**config.mk**
```make
export PLATFORM = sky130hd
export DESIGN_NAME = result_router
export DESIGN_NICKNAME = d
export VERILOG_FILES = /design/src/rtl/result_router_pkg.sv /design/src/rtl/rr_decode.sv /design/src/rtl/rr_method_reg.sv /design/src/rtl/rr_send_mux.sv /design/src/rtl/result_router.sv
export SDC_FILE = /design/constraint.sdc
export NUM_CORES = 1
export LEC_CHECK = 0
export ABC_AREA = 1
export BUFFER_PORTS_ARGS = -buffer_cell sky130_fd_sc_hd__buf_4
export CAP_MARGIN = 20
export CORE_ASPECT_RATIO = 1.1
export CORE_UTILIZATION = 44
export DETAILED_ROUTE_END_ITERATION = 7
export MAX_ROUTING_LAYER = met4
export PLACE_DENSITY = 0.82
export SLEW_MARGIN = 30
export SYNTH_ARGS = -nofsm -noshare
export SYNTH_HDL_FRONTEND = slang
export SYNTH_SLANG_ARGS = --single-unit
```
**constraint.sdc**
```tcl
create_clock -name clk -period 2.2 [get_ports clk]
set_input_delay 0.11 -clock clk [delete_from_list [all_inputs] [get_ports clk]]
set_output_delay 0.11 -clock clk [all_outputs]
set_load 0.02 [all_outputs]
```
**src/rtl/result_router_pkg.sv**
```systemverilog
package result_router_pkg;

  typedef enum logic [2:0] {
    RM_FETCH          = 3'd0,
    RM_MOVE           = 3'd1,
    RM_MOVE_LOAD      = 3'd2,
    RM_FETCH_SENDRES  = 3'd3,
    RM_MOVE_SENDRES   = 3'd4,
    RM_FETCH_LOAD     = 3'd5,
    RM_MOVE_LOAD_SPRM = 3'd6,
    RM_MOVE_LOAD_SINC = 3'd7
  } rmode_e;

  typedef enum logic [1:0] {
    SD_RESULT = 2'd0,
    SD_PARAM  = 2'd1,
    SD_STEP   = 2'd2
  } sndsel_e;

  typedef struct packed {
    logic    fetch;
    logic    send;
    logic    load;
    logic    wb_param;
    sndsel_e sel;
  } rflags_t;

  function automatic rflags_t decode_mode(input rmode_e m);
    rflags_t f;
    f = '{fetch: 1'b0, send: 1'b0, load: 1'b0, wb_param: 1'b0, sel: SD_RESULT};
    unique case (m)
      RM_FETCH:          begin f.fetch = 1'b1; f.wb_param = 1'b1; end
      RM_MOVE:           ;
      RM_MOVE_LOAD:      f.load = 1'b1;
      RM_FETCH_SENDRES:  begin f.fetch = 1'b1; f.wb_param = 1'b1; f.send = 1'b1; end
      RM_MOVE_SENDRES:   f.send = 1'b1;
      RM_FETCH_LOAD:     begin f.fetch = 1'b1; f.wb_param = 1'b1; f.load = 1'b1; end
      RM_MOVE_LOAD_SPRM: begin f.load = 1'b1; f.fetch = 1'b1; f.send = 1'b1; f.sel = SD_PARAM; end
      RM_MOVE_LOAD_SINC: begin f.load = 1'b1; f.send = 1'b1; f.sel = SD_STEP; end
      default:           ;
    endcase
    return f;
  endfunction

endpackage

```
**src/rtl/rr_decode.sv**
```systemverilog
module rr_decode
  import result_router_pkg::*;
(
  input  logic [2:0] mode,
  output rflags_t    flags
);
  always_comb flags = decode_mode(rmode_e'(mode));
endmodule

```
**src/rtl/rr_method_reg.sv**
```systemverilog
module rr_method_reg #(
  parameter int MW = 12,
  parameter int IW = 6,
  localparam int AW = MW + IW
) (
  input  logic          clk,
  input  logic          rst_n,
  input  logic          clear,
  input  logic          commit,
  input  logic          load,
  input  logic [AW-1:0] load_val,
  input  logic          advance,
  output logic [AW-1:0] cur_addr,
  output logic [AW-1:0] eff_addr
);
  function automatic logic [AW-1:0] step_addr(input logic [AW-1:0] a);
    logic [AW-1:0] r;
    r = a;
    r[MW-1:0] = a[MW-1:0] + {{(MW-IW){1'b0}}, a[AW-1:MW]};
    return r;
  endfunction

  assign eff_addr = load ? load_val : cur_addr;

  always_ff @(posedge clk or negedge rst_n) begin
    if (!rst_n)          cur_addr <= '0;
    else if (clear)      cur_addr <= '0;
    else if (commit)     cur_addr <= advance ? step_addr(eff_addr) : eff_addr;
  end
endmodule

```
**src/rtl/rr_send_mux.sv**
```systemverilog
module rr_send_mux
  import result_router_pkg::*;
#(
  parameter int DW = 32,
  parameter int MW = 12,
  parameter int IW = 6,
  localparam int AW = MW + IW
) (
  input  sndsel_e       sel,
  input  logic [DW-1:0] result,
  input  logic [DW-1:0] param,
  output logic [DW-1:0] data
);
  always_comb begin
    unique case (sel)
      SD_PARAM: data = param;
      SD_STEP:  data = {{(DW-IW){1'b0}}, result[AW-1:MW]};
      default:  data = result;
    endcase
  end
endmodule

```
**src/rtl/result_router.sv**
```systemverilog
module result_router
  import result_router_pkg::*;
#(
  parameter int DW = 32,
  parameter int RW = 3,
  parameter int MW = 12,
  parameter int IW = 6,
  localparam int AW = MW + IW
) (
  input  logic          clk,
  input  logic          rst_n,
  input  logic          macro_start,
  input  logic          op_valid,
  output logic          op_ready,
  input  logic [2:0]    op_mode,
  input  logic [RW-1:0] op_dst,
  input  logic [DW-1:0] op_result,
  input  logic          prm_valid,
  input  logic [DW-1:0] prm_data,
  output logic          prm_pop,
  output logic          wr_en,
  output logic [RW-1:0] wr_idx,
  output logic [DW-1:0] wr_data,
  output logic          snd_valid,
  input  logic          snd_ready,
  output logic [MW-1:0] snd_method,
  output logic [DW-1:0] snd_data,
  output logic          err_underflow
);
  rflags_t       fl;
  logic          commit;
  logic          fire_send;
  logic          underflow_ev;
  logic [DW-1:0] fetched;
  logic [AW-1:0] cur_addr;
  logic [AW-1:0] eff_addr;
  logic [IW-1:0] send_incr;

  rr_decode u_dec (.mode(op_mode), .flags(fl));

  // A fetch paired with a send waits for data; a lone fetch never waits.
  assign op_ready  = !macro_start
                   && (!fl.send || snd_ready)
                   && (!(fl.fetch && fl.send) || prm_valid);
  assign commit    = op_valid && op_ready;
  assign snd_valid = op_valid && !macro_start && fl.send && (!fl.fetch || prm_valid);
  assign fire_send = snd_valid && snd_ready;

  assign fetched      = prm_valid ? prm_data : '0;
  assign prm_pop      = commit && fl.fetch && prm_valid;
  assign underflow_ev = commit && fl.fetch && !prm_valid;

  assign wr_en   = commit && (op_dst != '0);
  assign wr_idx  = op_dst;
  assign wr_data = fl.wb_param ? fetched : op_result;

  rr_method_reg #(.MW(MW), .IW(IW)) u_maddr (
    .clk      (clk),
    .rst_n    (rst_n),
    .clear    (macro_start),
    .commit   (commit),
    .load     (fl.load),
    .load_val (op_result[AW-1:0]),
    .advance  (fl.send),
    .cur_addr (cur_addr),
    .eff_addr (eff_addr)
  );

  assign snd_method = eff_addr[MW-1:0];
  assign send_incr  = eff_addr[AW-1:MW];

  rr_send_mux #(.DW(DW), .MW(MW), .IW(IW)) u_smux (
    .sel    (fl.sel),
    .result (op_result),
    .param  (fetched),
    .data   (snd_data)
  );

  always_ff @(posedge clk or negedge rst_n) begin
    if (!rst_n)            err_underflow <= 1'b0;
    else if (macro_start)  err_underflow <= 1'b0;
    else if (underflow_ev) err_underflow <= 1'b1;
  end
endmodule

```
==> qor.log <==
INFO  setup_path     cp_max_fo=6
INFO  route          routed-via-count=3585
INFO  die            die_y=81.96um
INFO  sta            setup_tns=0ns
INFO  die            start_util=46.50%
INFO  clock_tree     ctsRootBufferMaster=clkbuf_8
INFO  route          routedWlPerCell=14.49um
INFO  sta            max-slew-margin-rel=69.30%
INFO  logic_synthesis synthesis.area=0.002557mm^2
INFO  final_layout   postLayoutCoreUtil=70.97%
INFO  setup_path     worstPathCellList=nand3_1 > nand2_1 > ha_1 > a21oi_1 > nor2_1 > o21ai_1 > nand2_4 > nand3_2 > nand2_1 > nand3_1 > nand2_1
INFO  placement      dp_cells=669
INFO  logic_synthesis syn_nets=528
INFO  clock_tree     clock_insertion_delay_worst_skew=0.26ns
INFO  setup_path     r2r_setup_slack=0.20ns
INFO  logic_synthesis synth_compound_gate_area_share=27.79%
INFO  min_path       worst_hold_path_type=input pin to flop
INFO  clock_tree     ctsLongestPathBuffers=2
INFO  die            die_area=0.006122mm^2
INFO  sta            skew=0.006658ns
INFO  logic_synthesis post_synth.cell_area_avg=5.760um^2
INFO  final_layout   flow.area_growth_from_synthesis=52.64%
INFO  placement      place.detailed.hpwl=7860um
INFO  die            row_count=28
INFO  min_path       worstHoldPathCells=3
INFO  pwr            clock_power_share=14.8%
INFO  pwr            leakage=2.142nW
INFO  clock_tree     cts_htree_levels=1
INFO  final_layout   antenna_cells_inserted=0
INFO  clock_tree     path_clk_slew=0.08ns
INFO  setup_path     path_common_cell=nand2_1
INFO  logic_synthesis multiplexer_fraction_of_the_synthesized_cell_area=0.3914%
INFO  setup_path     end_kind=flop
INFO  final_layout   design.final.nets=684
INFO  final_layout   drive_above_1_share=36.23%
INFO  pwr            switching_share_of_total_power=45.23%
INFO  pwr            power.sequential.fraction=22.7%
INFO  final_layout   fin_cells=674
INFO  pwr            total_switching_power=783.0uW
INFO  logic_synthesis post_synth_xor_area_fraction=0.3425%
INFO  global_route   grt-ovfl-total=0
INFO  clock_tree     numCtsBuffers=3
INFO  clock_tree     clock-sinks=19
INFO  setup_path     slowest_stage=dfrtp_1
INFO  final_layout   storage_cell_area=475.5um^2
INFO  logic_synthesis synth.area.top_cells=nand2_1 (24%), dfrtp_1 (19%), o21ai_0 (13%), inv_1 (5.4%), ha_1 (3.9%)
INFO  global_route   grt_use_total=31.59%
INFO  pwr            ir_worst_vdd=0.0002172V
INFO  logic_synthesis synth_cells=444
INFO  pwr            power.share.combinational=62.5%
INFO  sta            timing_hold_violations_final=0
INFO  route          drt-vias-per-instance=5.319
INFO  clock_tree     cts_tree=done
INFO  setup_path     timing.rr.start=u_maddr.cur_addr[4]
INFO  setup_path     cp_data_required_time=2.35ns
INFO  sta            period_minus_slack=2.001ns
INFO  die            floorplan.die.width=74.69um
INFO  setup_path     cp_data_arrival_time=2.15ns
INFO  pwr            p_total=1.731mW
INFO  setup_path     r2r_cells=11
INFO  route          detail_route.drc_violations=0
INFO  logic_synthesis synth_simple_gate_area_share=36.79%
INFO  route          drt_iter0_markers=207
INFO  logic_synthesis seq_area_frac_synth=18.59%
INFO  global_route   grt_antenna_before_repair=0
INFO  setup_path     reg_to_reg_endpoint=u_maddr.cur_addr[11]
INFO  placement      io_buffer_count=159
INFO  setup_path     critPathKind=flop to flop
INFO  die            coreArea=0.005500mm^2
INFO  pwr            powerDensity=443.4mW/mm^2
INFO  sta            period_share=90.95%
INFO  global_route   grt_start_max_net_pins=35
INFO  setup_path     crit_start=u_maddr.cur_addr[4]
INFO  die            io_pins=160
INFO  sta            final-max-slew-violation-count=0
INFO  logic_synthesis synth_top_family_by_area=simple AND/OR/NAND/NOR gates
INFO  logic_synthesis synth_seq_cells=19
INFO  logic_synthesis synth.distinct_cells=41
INFO  sta            clock.fmax=0.4998GHz
INFO  logic_synthesis synth_fa_ha_area_share=3.914%
INFO  route          drt_pass1_iterations=5
INFO  sta            rsz0062_at_grt=false
INFO  route          route.final.wire_length=9764um
INFO  sta            tightest_slew=0.4557ns
INFO  sta            setup_viol=0
INFO  global_route   grt_pass1_vias=3061
INFO  status         run_status=completed
INFO  route          remaining_number_of_nets_flagged_by_the_antenna_check_after_routing=0
INFO  global_route   grt_first_pass_wirelength=14490um
INFO  placement      gp_congestion=0.9276
INFO  min_path       timing.hold.worst_endpoint=err_underflow
INFO  pwr            internal-power=948.1uW
INFO  run            max-cap-violations=0
INFO  logic_synthesis synth.yosys.warnings=0
INFO  logic_synthesis synthDominantAreaCellType=nand2_1
INFO  setup_path     worst_setup_path_start_kind=flop
INFO  final_layout   multi_input_comb_area=0.001784mm^2
INFO  final_layout   fillers=511
INFO  setup_path     max_stage_delay=0.40ns
INFO  min_path       timing.hold.worst.start=macro_start
INFO  logic_synthesis synth_top_area_share=24.22%
## cells in the final DEF (no fill, tap or decap), drive strengths merged
| master | n |
|---|---|
| o31ai | 1 |
| a21oi | 15 |
| o2111ai | 1 |
| a22o | 3 |
| o21a | 2 |
| nand3 | 17 |
| nor3 | 3 |
| nand3b | 2 |
| buf | 176 |
| clkbuf | 3 |
| o21ai | 81 |
| nand2 | 178 |
| clkinv | 1 |
| nor2 | 16 |
| mux2i | 1 |
| o221ai | 6 |
| ha | 8 |
| dlygate4sd3 | 1 |
| dfrtp | 19 |
| o211ai | 1 |
| inv | 46 |
| a21o | 1 |
| or2 | 5 |
| nand4 | 1 |
| xor2 | 1 |
| o22ai | 10 |
## worst max path at each step
stage	endpoint	slack, ns	depth (start not counted)
after floorplan	u_maddr.cur_addr[8]	0.07	14
after global routing	u_maddr.cur_addr[8]	0.06	12
after global placement	u_maddr.cur_addr[8]	0.05	12
after CTS	snd_data[28]	0.13	11
after detailed placement	u_maddr.cur_addr[8]	0.01	12
final	u_maddr.cur_addr[11]	0.20	11
## routing by layer
metal	global-route usage (%)	routed length, um
met1	39.68	4066
met2	52.79	4883
met3	2.454	576
met4	11.32	238
met5	-	0
## registers in the layout, summed over array words and instances, names as in the netlist
| name | count |
|---|---|
| err_underflow | 1 |
| u_maddr.cur_addr | 18 |
## power groups by stage
stage	sequential (mW)	combinational [mW]	clock, mW
floorplan	0.395	0.609	0
global placement	0.398	1.05	0
detailed placement	0.399	1.07	0
CTS	0.392	1.07	0.256
global route	0.396	1.17	0.284
finish	0.393	1.08	0.256
## synth_stat cells (all sizes together)
library cell,number
a22o,3
mux2i,1
dfrtp,19
buf,12
xor2,1
o22ai,10
nand3b,2
nand2,178
o211ai,1
o31ai,1
clkbuf,14
o2111ai,1
o21ai,81
nor3,3
ha,8
inv,46
o221ai,6
o21a,2
or2,5
nand3,17
nand4,1
a21o,1
nor2,16
a21oi,15
## through the flow
step / hold slack (ns) / worst slack [ns] / instance area [um^2]
3_5_place_dp: 0.007250 / 0.01053 / 3845
2_1_floorplan: -0.1856 / 0.06537 / 2557
5_1_grt: 0.1830 / 0.05726 / 3904
4_1_cts: 0.1558 / 0.1284 / 3901
6_report: 0.1638 / 0.1992 / 3904
3_3_place_gp: 0.007665 / 0.05446 / 3845
## worst max-delay path: cells and delay by family (launching register included)
family                     cells  cell delay (ns)
and+or+nand+nor                8             0.62
adders and majority gates      1             0.34
DFF                            1             0.40
AOI/OAI and AO/OA              2             0.52
## final cells by class
class / instances / share of cell area [%]
Sequential cell: 19 / 12.18
Timing Repair Buffer: 177 / 34.10
Tap cell: 75 / 2.404
Inverter: 46 / 4.423
Multi-Input combinational cell: 353 / 45.71
Clock inverter: 1 / 0.1282
Clock buffer: 3 / 1.058
## kinds of logic after synthesis
group | after synthesis
xor gates and xnor gates | 1
DFF | 19
AOI/OAI and AO/OA | 121
buffers and inverters | 72
and+or+nand+nor | 222
muxes | 1
adders and majority gates | 8
## timing repair
action | CTS | global route
hold endpoints to repair | 19 | 0
buffers inserted | 0 | 0
hold buffers | 1 | 0
gates resized for setup | 0 | 2
setup endpoints to repair | 0 | 31
(Power assumes the default switching activity.)
